===== config.mk =====
export PLATFORM = sky130hd
export DESIGN_NAME = cdt_timer
export DESIGN_NICKNAME = d
export VERILOG_FILES = /design/src/rtl/cdt_pkg.sv /design/src/rtl/cdt_cfg_regs.sv /design/src/rtl/cdt_prescaler.sv /design/src/rtl/cdt_countdown.sv /design/src/rtl/cdt_timer.sv
export SDC_FILE = /design/constraint.sdc
export NUM_CORES = 1
export LEC_CHECK = 0
export ABC_AREA = 1
export BUFFER_PORTS_ARGS = -buffer_cell sky130_fd_sc_hd__buf_2
export CAP_MARGIN = 20
export CORE_MARGIN = 2
export CORE_UTILIZATION = 25
export DETAILED_ROUTE_END_ITERATION = 16
export GPL_TIMING_DRIVEN = 0
export SYNTH_ARGS = -nofsm -noshare
export SYNTH_HDL_FRONTEND = slang
export SYNTH_SLANG_ARGS = --single-unit
export TNS_END_PERCENT = 50

===== constraint.sdc =====
create_clock -name clk -period 2.8 [get_ports clk]
set_clock_uncertainty 0.1 [all_clocks]
set_input_delay 0.56 -clock clk [delete_from_list [all_inputs] [get_ports clk]]
set_output_delay 0.56 -clock clk [all_outputs]
set_load 0.01 [all_outputs]

===== src/rtl/cdt_pkg.sv =====
`timescale 1ns/1ps
package cdt_pkg;
    localparam int VEC_W        = 8;
    localparam int SHIFT_W      = 3;
    localparam int PERIODIC_BIT = 17;
    localparam int MASK_BIT     = 16;

    typedef struct packed {
        logic             periodic;
        logic             masked;
        logic [VEC_W-1:0] vector;
    } tctrl_t;

    // kept divide bits {3,1,0} plus one, wrapping in three bits
    function automatic logic [SHIFT_W-1:0] div_shift(input logic [3:0] code);
        logic [SHIFT_W-1:0] v;
        v = {code[3], code[1:0]};
        return v + 3'd1;
    endfunction
endpackage


===== src/rtl/cdt_cfg_regs.sv =====
`timescale 1ns/1ps
module cdt_cfg_regs
    import cdt_pkg::*;
#(
    parameter int DATA_W = 32
) (
    input  logic               clk,
    input  logic               rst_n,
    input  logic [DATA_W-1:0]  wdata,
    input  logic               wr_ctrl,
    input  logic               wr_div,
    output tctrl_t             ctrl,
    output logic [SHIFT_W-1:0] shift
);
    typedef struct packed {
        tctrl_t     ctrl;
        logic [3:0] div;
    } cfg_t;

    cfg_t s_d, s_q;

    always_comb begin
        s_d = s_q;
        if (wr_ctrl) begin
            s_d.ctrl.periodic = wdata[PERIODIC_BIT];
            s_d.ctrl.masked   = wdata[MASK_BIT];
            s_d.ctrl.vector   = wdata[VEC_W-1:0];
        end
        if (wr_div) begin
            s_d.div = {wdata[3], 1'b0, wdata[1:0]};
        end
    end

    always_ff @(posedge clk or negedge rst_n) begin
        if (!rst_n) begin
            s_q.ctrl.periodic <= 1'b0;
            s_q.ctrl.masked   <= 1'b1;
            s_q.ctrl.vector   <= '0;
            s_q.div           <= '0;
        end else begin
            s_q <= s_d;
        end
    end

    assign ctrl  = s_q.ctrl;
    assign shift = div_shift(s_q.div);
endmodule


===== src/rtl/cdt_prescaler.sv =====
`timescale 1ns/1ps
module cdt_prescaler
    import cdt_pkg::*;
#(
    parameter int SW = SHIFT_W
) (
    input  logic          clk,
    input  logic          rst_n,
    input  logic          restart,
    input  logic [SW-1:0] shift,
    output logic          tick
);
    localparam int PRE_W = (1 << SW) - 1;
    localparam logic [PRE_W-1:0] ONE = PRE_W'(1);

    logic [PRE_W-1:0] pre_d, pre_q;
    logic [PRE_W-1:0] low_mask;

    always_comb begin
        low_mask = (ONE << shift) - ONE;
        tick     = ((pre_q & low_mask) == low_mask);
        pre_d    = restart ? '0 : pre_q + ONE;
    end

    always_ff @(posedge clk or negedge rst_n) begin
        if (!rst_n) pre_q <= '0;
        else        pre_q <= pre_d;
    end
endmodule


===== src/rtl/cdt_countdown.sv =====
`timescale 1ns/1ps
module cdt_countdown
    import cdt_pkg::*;
#(
    parameter int COUNT_W = 32
) (
    input  logic               clk,
    input  logic               rst_n,
    input  logic               tick,
    input  logic               load,
    input  logic [COUNT_W-1:0] load_val,
    input  tctrl_t             ctrl,
    output logic [COUNT_W-1:0] count,
    output logic               post_valid,
    output logic [VEC_W-1:0]   post_vector
);
    typedef struct packed {
        logic [COUNT_W-1:0] cnt;
        logic [COUNT_W-1:0] init;
        logic               active;
        logic               post;
        logic [VEC_W-1:0]   vec;
    } cnt_t;

    cnt_t s_d, s_q;

    always_comb begin
        s_d      = s_q;
        s_d.post = 1'b0;
        if (load) begin
            s_d.cnt    = load_val;
            s_d.init   = load_val;
            s_d.active = |load_val;
        end else if (tick && s_q.active) begin
            if (s_q.cnt == '0) begin
                if (!ctrl.masked) begin
                    s_d.post = 1'b1;
                    s_d.vec  = ctrl.vector;
                end
                if (ctrl.periodic) s_d.cnt    = s_q.init;
                else               s_d.active = 1'b0;
            end else begin
                s_d.cnt = s_q.cnt - 1'b1;
            end
        end
    end

    always_ff @(posedge clk or negedge rst_n) begin
        if (!rst_n) s_q <= '0;
        else        s_q <= s_d;
    end

    assign count       = s_q.cnt;
    assign post_valid  = s_q.post;
    assign post_vector = s_q.vec;
endmodule


===== src/rtl/cdt_timer.sv =====
`timescale 1ns/1ps
module cdt_timer
    import cdt_pkg::*;
#(
    parameter int COUNT_W = 32
) (
    input  logic               clk,
    input  logic               rst_n,
    input  logic [COUNT_W-1:0] wdata,
    input  logic               wr_init,
    input  logic               wr_div,
    input  logic               wr_ctrl,
    output logic [COUNT_W-1:0] cur_count,
    output logic               post_valid,
    output logic [VEC_W-1:0]   post_vector
);
    tctrl_t             ctrl_w;
    logic [SHIFT_W-1:0] shift_w;
    logic               tick_w;

    cdt_cfg_regs #(.DATA_W(COUNT_W)) u_cfg (
        .clk     (clk),
        .rst_n   (rst_n),
        .wdata   (wdata),
        .wr_ctrl (wr_ctrl),
        .wr_div  (wr_div),
        .ctrl    (ctrl_w),
        .shift   (shift_w)
    );

    cdt_prescaler #(.SW(SHIFT_W)) u_pre (
        .clk     (clk),
        .rst_n   (rst_n),
        .restart (wr_init),
        .shift   (shift_w),
        .tick    (tick_w)
    );

    cdt_countdown #(.COUNT_W(COUNT_W)) u_cnt (
        .clk         (clk),
        .rst_n       (rst_n),
        .tick        (tick_w),
        .load        (wr_init),
        .load_val    (wdata),
        .ctrl        (ctrl_w),
        .count       (cur_count),
        .post_valid  (post_valid),
        .post_vector (post_vector)
    );
endmodule


==> results by group, run 1 <==
CTS
  – H-tree Lvls: 3
  – Worst-path clk slew: 0.07 ns
  – Skew-Pair Late Insertion Delay: between 0.3 and 0.4 ns
  – Post-CTS Repair Setup Buffers: 0
  – TritonCTS buffer count: 9
  – CTS tree: yes
  – Hold-fix buffers, CTS: 0
  – Cts repair resizes: 0
  – Clk sink count: 94
  – Clock root cell: clkbuf_16
  – Clock buffer depth: 2

Floorplan
  – Initial core utilization: 25.24%
  – Chip Height: 157.2 um
  – Cell row count: 56
  – Die Width: 157.2 um
  – Die area: 0.02472 mm2
  – Core area: 0.02326 mm2
  – IO Pins: 78

Setup path
  – Reg2Reg Depth: 10
  – Critical path fanouts, max: 6
  – Critical path launch point type: flop
  – Required @ worst endpoint: 2.94 ns
  – WP data arrival: between 2 and 3 ns
  – Crit end category: flop
  – Setup CP Type: reg -> reg

Worst hold path
  – Hold WC Path Type: in -> async

Route
  – Post-Route WL: 18.92 mm
  – Post-DR wirelength/cell: 15.37 um
  – Remaining routing DRC violations: 0
  – DRT antenna net count: 0
  – DR pass1 iterations: 5
  – DRT iter0 DRCs: 390
  – DR vias: 5564
  – Number of vias per cell: between 4 and 5

Placement
  – Placed cell area: 0.006675 mm2
  – IO Port Bufs: 75
  – HPWL after DPL: 14.69 mm
  – RePlAce Congestion: roughly 0.96

Global route
  – Grt ovf: 0
  – First-pass GRT wire length: ~30 mm
  – Vias in the first global route: approximately 5400
  – Largest net degree at the start of global routing: 68
  – Gr usage total: 15.94%
  – Antenna violations before repair: 0

Synthesis
  – Share of Yosys cell area claimed by the top area cell type: 39.64%
  – Post-synthesis cell count: 820
  – Sequential area share after synthesis: 40.09%
  – Syn Area/Cell: 7.159 um2
  – Syn_nets: 861
  – Cell area after synthesis: 0.005871 mm2
  – Post-synth top area cell: dfrtp_1
  – Largest cells by area after synthesis: dfrtp_1 40%, nand2_1 17%, nand3_1 6.9%, buf_4 5.6%, o21ai_0 4.9%
  – Synth Register Bits: 94
  – Unique cell type count in the Yosys netlist: 39
  – Synth warn: 0

Layout
  – Commonest non-fill, non-tap cell in the layout: nand2_1
  – FF+latch area: roughly 0.0024 mm2
  – # nets final: 948
  – Most frequent cells in the layout: 272 x nand2_1, 93 x dfrtp_1, 81 x nand3_1
  – Layout cell share with drive strength beyond 1: 21.38%
  – Final instance area: 0.007014 mm2
  – FILL cells: 2607
  – Area of the multi-input gates: 0.002750 mm2
  – P&R area growth vs syn: 19.48%
  – Ant diodes: 0

Pwr
  – Lkg Pwr: ~3.5 nW
  – PwrDens: 548.9 mW/mm2
  – IR drop worst, VDD: 0.0003130 V

Timing
  – Period minus WS final: 2.364 ns
  – Period utilisation layout: 84.43%
  – RSZ-0062 raised after global routing: false
  – Max Fclk: 423.0 MHz
  – Worst slew pin tran: between 0.7 and 0.8 ns
  – Final setup vio count: 0
  – Slew Limit Fails: 0
  – Final hold violation count: 0
  – Final setup TNS: 0 ns
  – Rel. slew slack: 48.83%

Job
  – Maxcap violations: 0

Outcome
  – Status: completed
[state kept, by name (all words and copies together) (netlist names)]
register and cells:
u_cnt.post_vector 8, u_cnt.post_valid 1, u_pre.pre_q 7, u_cfg.ctrl 10, u_cfg.s_q 3, u_cnt.s_q 33, u_cnt.count 32
[cell usage after synthesis]
cell / n
xor2_1: 6
nand2_2: 4
dfrtp_1: 93
and3_1: 1
nand3_2: 11
nor2_4: 6
ha_1: 4
o21ai_1: 5
mux2_2: 1
o21bai_1: 1
inv_2: 7
and2_1: 1
inv_1: 75
buf_4: 44
or2_0: 1
a21oi_1: 13
nor2_2: 9
o21ai_0: 57
nand3_1: 81
clkinv_1: 1
nor3_1: 2
o21a_1: 1
buf_6: 1
o21ai_2: 8
nor4_1: 9
nor2_1: 63
nand3b_1: 3
buf_2: 6
nand2_1: 272
buf_8: 2
clkinv_2: 1
nand2_4: 1
clkbuf_1: 11
nand3_4: 2
dfstp_2: 1
buf_1: 2
nor3_4: 1
nand4_1: 12
xnor2_1: 1
[per-stage QoR]
stage / hold WS, ns / util, % / std cells / setup WS [ns] / total power [mW]
after floorplan: 0.1644 / - / 820 / 0.7599 / 2.126
after global placement: 0.3531 / 28.57 / 1214 / 0.009194 / 2.427
after detailed placement: 0.3584 / 28.70 / 1215 / 0.5264 / 2.439
after CTS: 0.03371 / 30.15 / 1231 / 0.4994 / 3.877
after global routing: 0.05664 / 30.15 / 1231 / 0.2447 / 4.044
final: 0.02617 / 30.15 / 1231 / 0.4359 / 3.850
[power by group]
part | leakage, nW | internal [mW] | switching [mW] | total (mW)
combinational | 2.20 | 0.306 | 0.485 | 0.791
clock | 0.160 | 0.878 | 0.559 | 1.44
sequential | 1.17 | 1.47 | 0.148 | 1.62
total | 3.54 | 2.66 | 1.19 | 3.85
[worst max-delay path, stage by stage, from the launching register on]
cell and delay [ns]:
dfrtp_1 0.42, inv_1 0.14, ha_1 0.29, inv_1 0.10, nor2_1 0.30, nand2_1 0.16
and2_1 0.16, o21ai_0 0.35, nand2_1 0.09, nand2_1 0.08, nand3_1 0.06
[metal layers]
layer	global-route usage [%]	vias up	share of wire, %
li1	-	2759	-
met1	21.16	2602	44
met2	24.81	164	46
met3	2.037	39	5.0
met4	9.481	0	4.8
met5	0	-	0
[path summary, 6_finish.rpt]
check	end	start	slack [ns]
hold / removal	u_cnt.post_valid	rst_n	0.03
hold reg to reg	u_cnt.s_q[24]	u_cnt.s_q[24]	0.37
setup reg to reg	u_cnt.count[14]	u_cnt.count[0]	0.44
setup / recovery	u_cnt.count[14]	u_cnt.count[0]	0.44
max in group asynchronous	u_cfg.ctrl[8]	rst_n	1.90
min in group clk	u_cfg.ctrl[4]	wdata[4]	0.36
[logic make-up (layout without fill, tap and decap cells)]
logic type	Yosys count	count (layout)	synth area share [%]
muxes	1	1	0.1918
and+or+nand+nor	479	479	36.91
adders and majority gates	4	4	0.8525
xor gates and xnor gates	7	7	1.044
DFF	94	94	40.09
buffers and inverters	150	242	13.06
AOI/OAI and AO/OA	85	85	7.843
[layout make-up]
type / count / share of cell area, %
Inverter: 84 / 4.513
Clock buffer: 11 / 3.318
Tap cell: 319 / 5.690
Timing Repair Buffer: 76 / 5.780
Multi-Input combinational cell: 576 / 39.21
Buffer: 66 / 6.422
Clock inverter: 5 / 1.516
Sequential cell: 94 / 33.55
No activity file was read; power rests on OpenSTA's default activity.
==> run 2, diff against run 1 <==
--- a/config.mk
+++ b/config.mk
@@ -5,7 +5,7 @@
 export SDC_FILE = /design/constraint.sdc
 export NUM_CORES = 1
 export LEC_CHECK = 0
-export ABC_AREA = 1
+export ABC_AREA = 0
 export BUFFER_PORTS_ARGS = -buffer_cell sky130_fd_sc_hd__buf_2
 export CAP_MARGIN = 20
 export CORE_MARGIN = 2
==> constraint.sdc (replaced) <==
create_clock -name clk -period 2.05 [get_ports clk]
set_clock_uncertainty 0.1 [all_clocks]
set_input_delay 0.41 -clock clk [delete_from_list [all_inputs] [get_ports clk]]
set_output_delay 0.41 -clock clk [all_outputs]
set_load 0.01 [all_outputs]
==> run 2 against run 1 <==
Compared with the run above:
- count of clock-buffer cells in the layout down 2
- the run now ends with negative hold slack, negative setup slack left
- worst hold slack worse by 0.062 ns
- largest power group unchanged
- global-route usage about the same
- design area down 1.1%
- core utilization up 2.9 points
- fmax fell by 17%
- non-clock buffer count up 32
- sequential share of layout area is 0.36 points higher
- highest routed layer is now met5
- flip-flop and latch count is the same
- critical path depth stayed put
- sequential power up 36%
- wire length shrank 7.9%
==> results by group, run 2 <==
Outcome
  – Status: finished, violations left (was completed)
  – Violated checks: negative hold slack, negative setup slack

Worst hold path
  – Hold WC Path Type: in -> async (unchanged)

Global route
  – Largest net degree at the start of global routing: 51 (was 68)
  – First-pass GRT wire length: 27.03 mm (was 29.77 mm)
  – Grt ovf: 0 (unchanged)
  – Vias in the first global route: 4607 (was 5364)
  – Gr usage total: 15.90% (was 15.94%)
  – Antenna violations before repair: 3 (was 0)

Route
  – Post-DR wirelength/cell: 18.56 um (was 15.37 um)
  – Post-Route WL: 17.43 mm (was 18.92 mm)
  – DRT antenna net count: 0 (unchanged)
  – Remaining routing DRC violations: 0 (unchanged)
  – DRT iter0 DRCs: 434 (was 390)
  – DR vias: 4747 (was 5564)
  – Number of vias per cell: 5.055 (was 4.520)
  – DR pass1 iterations: 5 (unchanged)

Setup path
  – Crit-path most repeated cell: or3_4 (was nand2_1)
  – Critical path fanouts, max: 8 (was 6)
  – Crit end category: flop (unchanged)
  – Critical path launch point type: flop (unchanged)
  – Setup CP Type: reg -> reg (unchanged)
  – Critical path cell sequence: buf_6 -> or3_4 -> ha_4 -> buf_4 -> nor2b_1 -> o21a_1 -> o311a_4 -> nand2_4 -> or3_4 -> mux2_4 (was inv_1 -> ha_1 -> inv_1 -> nor2_1 -> nand2_1 -> and2_1 -> o21ai_0 -> nand2_1 -> nand2_1 -> nand3_1)
  – CP Launch Point: u_cfg.s_q[1] (was u_cnt.count[0])
  – CP delay by family, top: simple AND/OR/NAND/NOR gates (unchanged)
  – Required @ worst endpoint: 2.19 ns (was 2.94 ns)
  – Worst path slowest cell: or3_4 (was dfrtp_1)
  – CP max stage delay: 0.49 ns (was 0.42 ns)
  – Reg-to-reg startpoint: u_cfg.s_q[1] (was u_cnt.count[0])
  – WP data arrival: 2.99 ns (was 2.50 ns)
  – Crit path buf inv count: 2 (unchanged)

Layout
  – P&R area growth vs syn: 29.91% (was 19.48%)
  – Final instance area: 0.006940 mm2 (was 0.007014 mm2)
  – Fin util: 33.02% (was 30.15%)
  – Layout cell share with drive strength beyond 1: 35.90% (was 21.38%)
  – # nets final: 699 (was 948)
  – Max reg flops: 33 (unchanged)
  – Most frequent cells in the layout: 93 x dfrtp_1, 76 x buf_2, 66 x buf_4 (was 272 x nand2_1, 93 x dfrtp_1, 81 x nand3_1)
  – Top reg by flops: u_cnt.s_q (unchanged)
  – Commonest non-fill, non-tap cell in the layout: dfrtp_1 (was nand2_1)

Synthesis
  – Synth Area in Compound Gates: 17.12% (was 7.843%)
  – Synth Area in XOR/XNOR: 3.770% (was 1.044%)
  – Mux cell area share after synthesis: 6.440% (was 0.1918%)
  – Syn Area/Cell: 9.803 um2 (was 7.159 um2)
  – Simple logic cell fraction of the synthesized area: 17.61% (was 36.91%)
  – Largest cells by area after synthesis: dfrtp_1 44%, buf_4 5.9%, mux2_2 4.0%, o21ai_0 3.3%, nand2_1 2.4% (was dfrtp_1 40%, nand2_1 17%, nand3_1 6.9%, buf_4 5.6%, o21ai_0 4.9%)
  – Cell area after synthesis: 0.005343 mm2 (was 0.005871 mm2)
  – Async SR Flop Fraction: 100.0% (unchanged)
  – Post-synth EDFFs: 0 (unchanged)
  – Post-synth top cells: 93 x dfrtp_1, 42 x buf_4, 35 x o21ai_0 (was 272 x nand2_1, 93 x dfrtp_1, 81 x nand3_1)
  – Ys flop type: dfrtp_1 (unchanged)
  – Post-synthesis adder-cell area fraction: 0.9368% (was 0.8525%)
  – Share of Yosys cell area claimed by the top area cell type: 43.56% (was 39.64%)
  – Post-synth top area cell: dfrtp_1 (unchanged)
  – Post-synthesis cell count: 545 (was 820)
  – Largest family of logic cells by synthesized area: simple AND/OR/NAND/NOR gates (unchanged)
  – Syn_nets: 586 (was 861)
  – Top-count cell post-synth: dfrtp_1 (was nand2_1)
  – Sequential area share after synthesis: 44.05% (was 40.09%)
  – Unique cell type count in the Yosys netlist: 65 (was 39)
  – Synth Register Bits: 94 (unchanged)
  – Synth warn: 0 (unchanged)

Timing
  – Hold WS: -0.03618 ns (was 0.02617 ns)
  – Period minus WS final: 2.855 ns (was 2.364 ns)
  – Worst slew pin tran: 0.7730 ns (was 0.7606 ns)
  – Final WS setup: -0.8051 ns (was 0.4359 ns)
  – Rel. slew slack: 48.47% (was 48.83%)
  – RSZ-0062 raised after global routing: true (was false)
  – Period utilisation layout: 139.3% (was 84.43%)
  – Final hold violation count: 24 (was 0)
  – Slew Limit Fails: 0 (unchanged)
  – Max Fclk: 350.2 MHz (was 423.0 MHz)
  – Final setup vio count: 42 (was 0)

Floorplan
  – Die area: 0.02256 mm2 (was 0.02472 mm2)
  – Chip Height: 150.2 um (was 157.2 um)
  – Initial core utilization: 25.42% (was 25.24%)
  – Cell row count: 53 (was 56)
  – IO Pins: 78 (unchanged)
  – Die Width: 150.2 um (was 157.2 um)
  – Core area: 0.02102 mm2 (was 0.02326 mm2)

Job
  – Maxcap violations: 0 (unchanged)

Pwr
  – Lkg Pwr: 3.041 nW (was 3.538 nW)
  – Total Power: 5.109 mW (was 3.850 mW)
  – PwrDens: 736.1 mW/mm2 (was 548.9 mW/mm2)
  – IR drop worst, VDD: 0.0003324 V (was 0.0003130 V)

CTS
  – H-tree Lvls: 3 (unchanged)
  – Clock root cell: clkbuf_16 (unchanged)
  – Worst-path clk slew: 0.07 ns (about the same)
  – Clock buffer depth: 2 (unchanged)
  – CTS tree: yes (unchanged)
  – Clk sink count: 94 (unchanged)
  – TritonCTS buffer count: 9 (unchanged)
  – Hold-fix buffers, CTS: 0 (unchanged)
  – Skew-Pair Late Insertion Delay: 0.35 ns (was 0.36 ns)

Placement
  – HPWL after DPL: 12.47 mm (was 14.69 mm)
  – IO Port Bufs: 76 (was 75)
  – RePlAce Congestion: 0.8597 (was 0.9611)
  – Pre-CTS setup slack: -1.061 ns (was 0.5264 ns)
  – Placed cell area: 0.006151 mm2 (was 0.006675 mm2)
-- run 2: cell count changes after synthesis, sizes merged, moves of 14 or more --
| cell | before | now |
|---|---|---|
| and2 | 1 | 15 |
| inv | 82 | 23 |
| mux2 | 1 | 27 |
| nand2 | 277 | 34 |
| nand3 | 94 | 22 |
| nor2 | 78 | 22 |
| o21ai | 70 | 39 |
-- run 2: worst paths after layout --
check,to,slack [ns],cells past startpoint
hold / removal,u_cnt.post_vector[6],-0.04,1
max in group asynchronous,u_cfg.ctrl[8],1.17,2
setup / recovery,u_cnt.post_vector[6],-0.81,10
hold reg to reg,u_cnt.s_q[17],0.38,1
setup reg to reg,u_cnt.post_vector[6],-0.81,10
min in group clk,u_cnt.count[11],0.19,3
-- run 2: logic make-up after synthesis --
| family | count (synthesis) |
|---|---|
| AO/OA/AOI/OAI | 131 |
| XOR/XNOR | 23 |
| adder cells (fa/ha/maj) | 4 |
| buffers and inverters | 95 |
| flip-flops | 94 |
| multiplexers | 28 |
| AND/OR/NAND/NOR | 170 |
-- run 2: per-stage QoR --
stage               cells  setup TNS [ns]
global route          938          -32.62
global placement      896          -93.61
detailed placement    897          -42.68
CTS                   935          -29.52
floorplan             545          -25.09
finish                939          -29.17
-- run 2: what timing repair did --
item | CTS | global route
pin swaps | 21 | 11
buffers inserted | 23 | 4
endpoints found under the setup margin | 48 | 46
cloned | 1 | 0
resized for setup | 43 | 14
-- run 2: where the power goes --
| group | leakage, nW | switching, mW | internal, mW |
|---|---|---|---|
| Sequential | 1.15 | 0.192 | 2.01 |
| Combinational | 1.73 | 0.474 | 0.462 |
| Clock | 0.158 | 0.778 | 1.20 |
| Total | 3.04 | 1.44 | 3.66 |
-- run 2: area by class of cell --
type,instances,area (um2)
diodes,1,2.502
plain buffers,69,484.2
clock buffers,9,225.2
clock inverters,7,121.4
fillers,2144,14080
inverters,23,86.33
multi-input cells,356,2659
flip-flops and latches,94,2354
well taps,275,344.1
repair buffers,105,664.4
-- run 2: routing by layer --
layer  share of wire (%)  wire (um)  GRT usage (%)  vias up
met5                0.15         26              0        -
met4                 2.4        425          5.991        4
met3                 6.9       1207          4.000       39
met2                  47       8256          25.11      179
met1                  43       7511          21.01     2328
li1                    -          -              -     2197
-- run 2: worst reg2reg max path, cell delays in order, from the launching register on --
cell and delay [ns]:
dfrtp_1 0.39, buf_6 0.12, or3_4 0.39, ha_4 0.18, buf_4 0.13, nor2b_1 0.10, o21a_1 0.15, o311a_4 0.27
nand2_4 0.07, or3_4 0.49, mux2_4 0.34
==> run 3, diff against run 2 <==
--- a/config.mk
+++ b/config.mk
@@ -12,6 +12,7 @@
 export CORE_UTILIZATION = 25
 export DETAILED_ROUTE_END_ITERATION = 16
 export GPL_TIMING_DRIVEN = 0
+export SETUP_SLACK_MARGIN = 0.3
 export SYNTH_ARGS = -nofsm -noshare
 export SYNTH_HDL_FRONTEND = slang
 export SYNTH_SLANG_ARGS = --single-unit
==> run 3 against run 2 <==
Compared with the run above:
- the run still ends with negative hold slack, negative setup slack left
- core utilization up 0.38 points
- wire length down 0.17%
- sequential share of layout area down 0.38 points
- final cell count up 0.21%
- worst hold slack better by 0.0030 ns
- die area unchanged
- flip-flop and latch count unchanged
- first-iteration DRC count up 1.4%
- critical path type unchanged
- critical endpoint is now u_cnt.count[15]
==> results by group, run 3 (synthesized netlist as in run 2, its figures left out) <==
Global route
  – Antenna violations before repair: 3 (unchanged)
  – Met1 Usage GRT: 20.97% (was 21.01%)
  – Vias in the first global route: 4611 (was 4607)
  – Gr usage total: 15.89% (was 15.90%)
  – Largest net degree at the start of global routing: 51 (unchanged)
  – GRT met2 Usage: 24.95% (was 25.11%)
  – First-pass GRT wire length: 27.01 mm (was 27.03 mm)
  – Met3 usage: 4.030% (was 4.000%)
  – Gr busiest metal: met2 (unchanged)
  – Grt ovf: 0 (unchanged)

Layout
  – Layout cell share with drive strength beyond 1: 37.44% (was 35.90%)
  – # nets final: 701 (was 699)
  – FILL cells: 2135 (was 2144)
  – Most frequent cells in the layout: 93 x dfrtp_1, 77 x buf_2, 65 x buf_4 (was 93 x dfrtp_1, 76 x buf_2, 66 x buf_4)
  – P&R area growth vs syn: 31.38% (was 29.91%)
  – Final instance area: 0.007019 mm2 (was 0.006940 mm2)
  – Commonest non-fill, non-tap cell in the layout: dfrtp_1 (unchanged)
  – Top reg by flops: u_cnt.s_q (unchanged)
  – Non-filler cells, final: 941 (was 939)
  – Max reg flops: 33 (unchanged)

Timing
  – Final hold violation count: 24 (unchanged)
  – Final setup vio count: 42 (unchanged)
  – Rel. slew slack: 51.77% (was 48.47%)
  – Worst slew pin tran: 0.7235 ns (was 0.7730 ns)
  – RSZ-0062 raised after global routing: true (unchanged)
  – Period utilisation layout: 141.7% (was 139.3%)
  – Hold WS: -0.03318 ns (was -0.03618 ns)
  – Max Fclk: 344.3 MHz (was 350.2 MHz)
  – Final WS setup: -0.8548 ns (was -0.8051 ns)
  – Slew Limit Fails: 0 (unchanged)
  – Period minus WS final: 2.905 ns (was 2.855 ns)

Route
  – DR vias: 4756 (was 4747)
  – Remaining routing DRC violations: 0 (unchanged)
  – Number of vias per cell: 5.054 (was 5.055)
  – Post-Route WL: 17.40 mm (was 17.43 mm)
  – DRT iter0 DRCs: 440 (was 434)
  – DR pass1 iterations: 5 (unchanged)
  – DRT antenna net count: 0 (unchanged)
  – Post-DR wirelength/cell: 18.49 um (was 18.56 um)

Pwr
  – Lkg Pwr: 3.067 nW (was 3.041 nW)
  – IR drop worst, VDD: 0.0003318 V (was 0.0003324 V)
  – PwrDens: 730.1 mW/mm2 (was 736.1 mW/mm2)

Outcome
  – Status: finished, violations left (unchanged)
  – Violated checks: negative hold slack, negative setup slack (unchanged)

CTS
  – Worst-path clk slew: 0.07 ns (about the same)
  – Skew-Pair Late Insertion Delay: 0.35 ns (about the same)
  – CTS tree: yes (unchanged)
  – Clk sink count: 94 (unchanged)
  – TritonCTS buffer count: 9 (unchanged)
  – H-tree Lvls: 3 (unchanged)
  – Clock buffer depth: 2 (unchanged)
  – Clock root cell: clkbuf_16 (unchanged)

Setup path
  – Crit end category: flop (unchanged)
  – CP Launch Point: u_cfg.s_q[1] (unchanged)
  – Setup crit end: u_cnt.count[15] (was u_cnt.post_vector[6])
  – FF-to-FF setup slack: -0.85 ns (was -0.81 ns)
  – CP delay by family, top: simple AND/OR/NAND/NOR gates (unchanged)
  – Critical path fanouts, max: 5 (was 8)
  – Reg-to-reg startpoint: u_cfg.s_q[1] (unchanged)
  – Critical path cell sequence: buf_6 -> or3_4 -> ha_4 -> or4bb_1 -> a31o_4 -> and2_4 -> and2_4 -> buf_8 -> buf_12 -> a221o_1 (was buf_6 -> or3_4 -> ha_4 -> buf_4 -> nor2b_1 -> o21a_1 -> o311a_4 -> nand2_4 -> or3_4 -> mux2_4)
  – Worst path slowest cell: or4bb_1 (was or3_4)
  – WP data arrival: 3.04 ns (was 2.99 ns)
  – FF-to-FF End: u_cnt.count[15] (was u_cnt.post_vector[6])
  – Required @ worst endpoint: 2.19 ns (about the same)
  – CP max stage delay: 0.50 ns (was 0.49 ns)
  – Setup CP Type: reg -> reg (unchanged)
  – Reg2Reg Depth: 10 (unchanged)
  – Crit path depth: 10 (unchanged)
  – Crit path buf inv count: 3 (was 2)
  – Crit-path most repeated cell: and2_4 (was or3_4)
  – Critical path launch point type: flop (unchanged)

Floorplan
  – Chip Height: 150.2 um (unchanged)
  – Core area: 0.02102 mm2 (unchanged)
  – Initial core utilization: 25.42% (unchanged)
  – Cell row count: 53 (unchanged)
  – Die Width: 150.2 um (unchanged)
  – IO Pins: 78 (unchanged)
  – Die area: 0.02256 mm2 (unchanged)

Placement
  – IO Port Bufs: 76 (unchanged)
  – HPWL after DPL: 12.47 mm (unchanged)
  – Dpl cells: 897 (unchanged)
  – RePlAce Congestion: 0.8597 (unchanged)
  – Placed cell area: 0.006151 mm2 (unchanged)

Worst hold path
  – Hold WC Path Type: in -> async (unchanged)

Job
  – Maxcap violations: 0 (unchanged)
## run 3: cell types whose count changed in the layout (fill, tap and decap cells not counted), sizes merged
cell / delta
buf: +1
clkbuf: +1
## run 3: final cells by class
class | instances | area, um2 | share of cell area (%)
Inverter | 23 | 86.33 | 1.230
Buffer | 72 | 550.5 | 7.843
Sequential cell | 94 | 2354 | 33.53
Multi-Input combinational cell | 356 | 2683 | 38.22
Clock buffer | 9 | 225.2 | 3.209
Timing Repair Buffer | 104 | 653.1 | 9.305
Antenna cell | 1 | 2.502 | 0.03565
Clock inverter | 7 | 121.4 | 1.729
Tap cell | 275 | 344.1 | 4.902
## run 3: where the power goes
group / switching, mW / leakage (nW) / internal [mW] / total, mW
Clock: 0.782 / 0.158 / 1.20 / 1.98
Sequential: 0.189 / 1.15 / 2.01 / 2.19
Combinational: 0.480 / 1.75 / 0.471 / 0.952
## run 3: routing by layer
| metal | vias to the layer above | part of all wire, % | wire (um) |
|---|---|---|---|
| li1 | 2206 | - | - |
| met1 | 2314 | 42 | 7387 |
| met2 | 191 | 47 | 8200 |
| met3 | 41 | 7.5 | 1299 |
| met4 | 4 | 2.8 | 485 |
| met5 | - | 0.14 | 24 |
## run 3: timing repair
item                       in CTS  in global routing
buffers inserted               21                  5
gates resized for setup        46                 28
pin swaps                      22                 12
hold buffers                    0                  0
setup endpoints to repair      61                 62
gates cloned                    1                  0
## run 3: worst min path at each step
stage                     depth (start not counted)  slack [ns]              endpoint          start
after floorplan                                   0        0.01         u_cfg.ctrl[0]          rst_n
after global placement                            1        0.36         u_cnt.s_q[17]  u_cnt.s_q[17]
after detailed placement                          1        0.37         u_cnt.s_q[17]  u_cnt.s_q[17]
after CTS                                         1       0.003  u_cnt.post_vector[6]          rst_n
after global routing                              1        0.03  u_cnt.post_vector[6]          rst_n
final                                             1       -0.03  u_cnt.post_vector[6]          rst_n
## run 3: stage by stage
stage / setup slack, ns / hold WS (ns) / util, % / setup TNS, ns / power, mW
after floorplan: -0.7515 / 0.01441 / - / -25.09 / 2.708
after global placement: -1.040 / 0.3612 / 29.12 / -93.61 / 3.035
after detailed placement: -1.061 / 0.3682 / 29.26 / -42.68 / 3.052
after CTS: -0.8935 / 0.003369 / 32.66 / -31.67 / 5.106
after global routing: -0.9426 / 0.03330 / 33.38 / -33.98 / 5.355
final: -0.8548 / -0.03318 / 33.39 / -30.13 / 5.125
## run 3: worst reg2reg max path: cells and delay by family, from the launching register on
kind	cells	cell delay (ns)
fa+ha+maj	1	0.18
flops	1	0.39
simple gates	4	1.17
compound gates	2	0.54
buf+inv	3	0.40
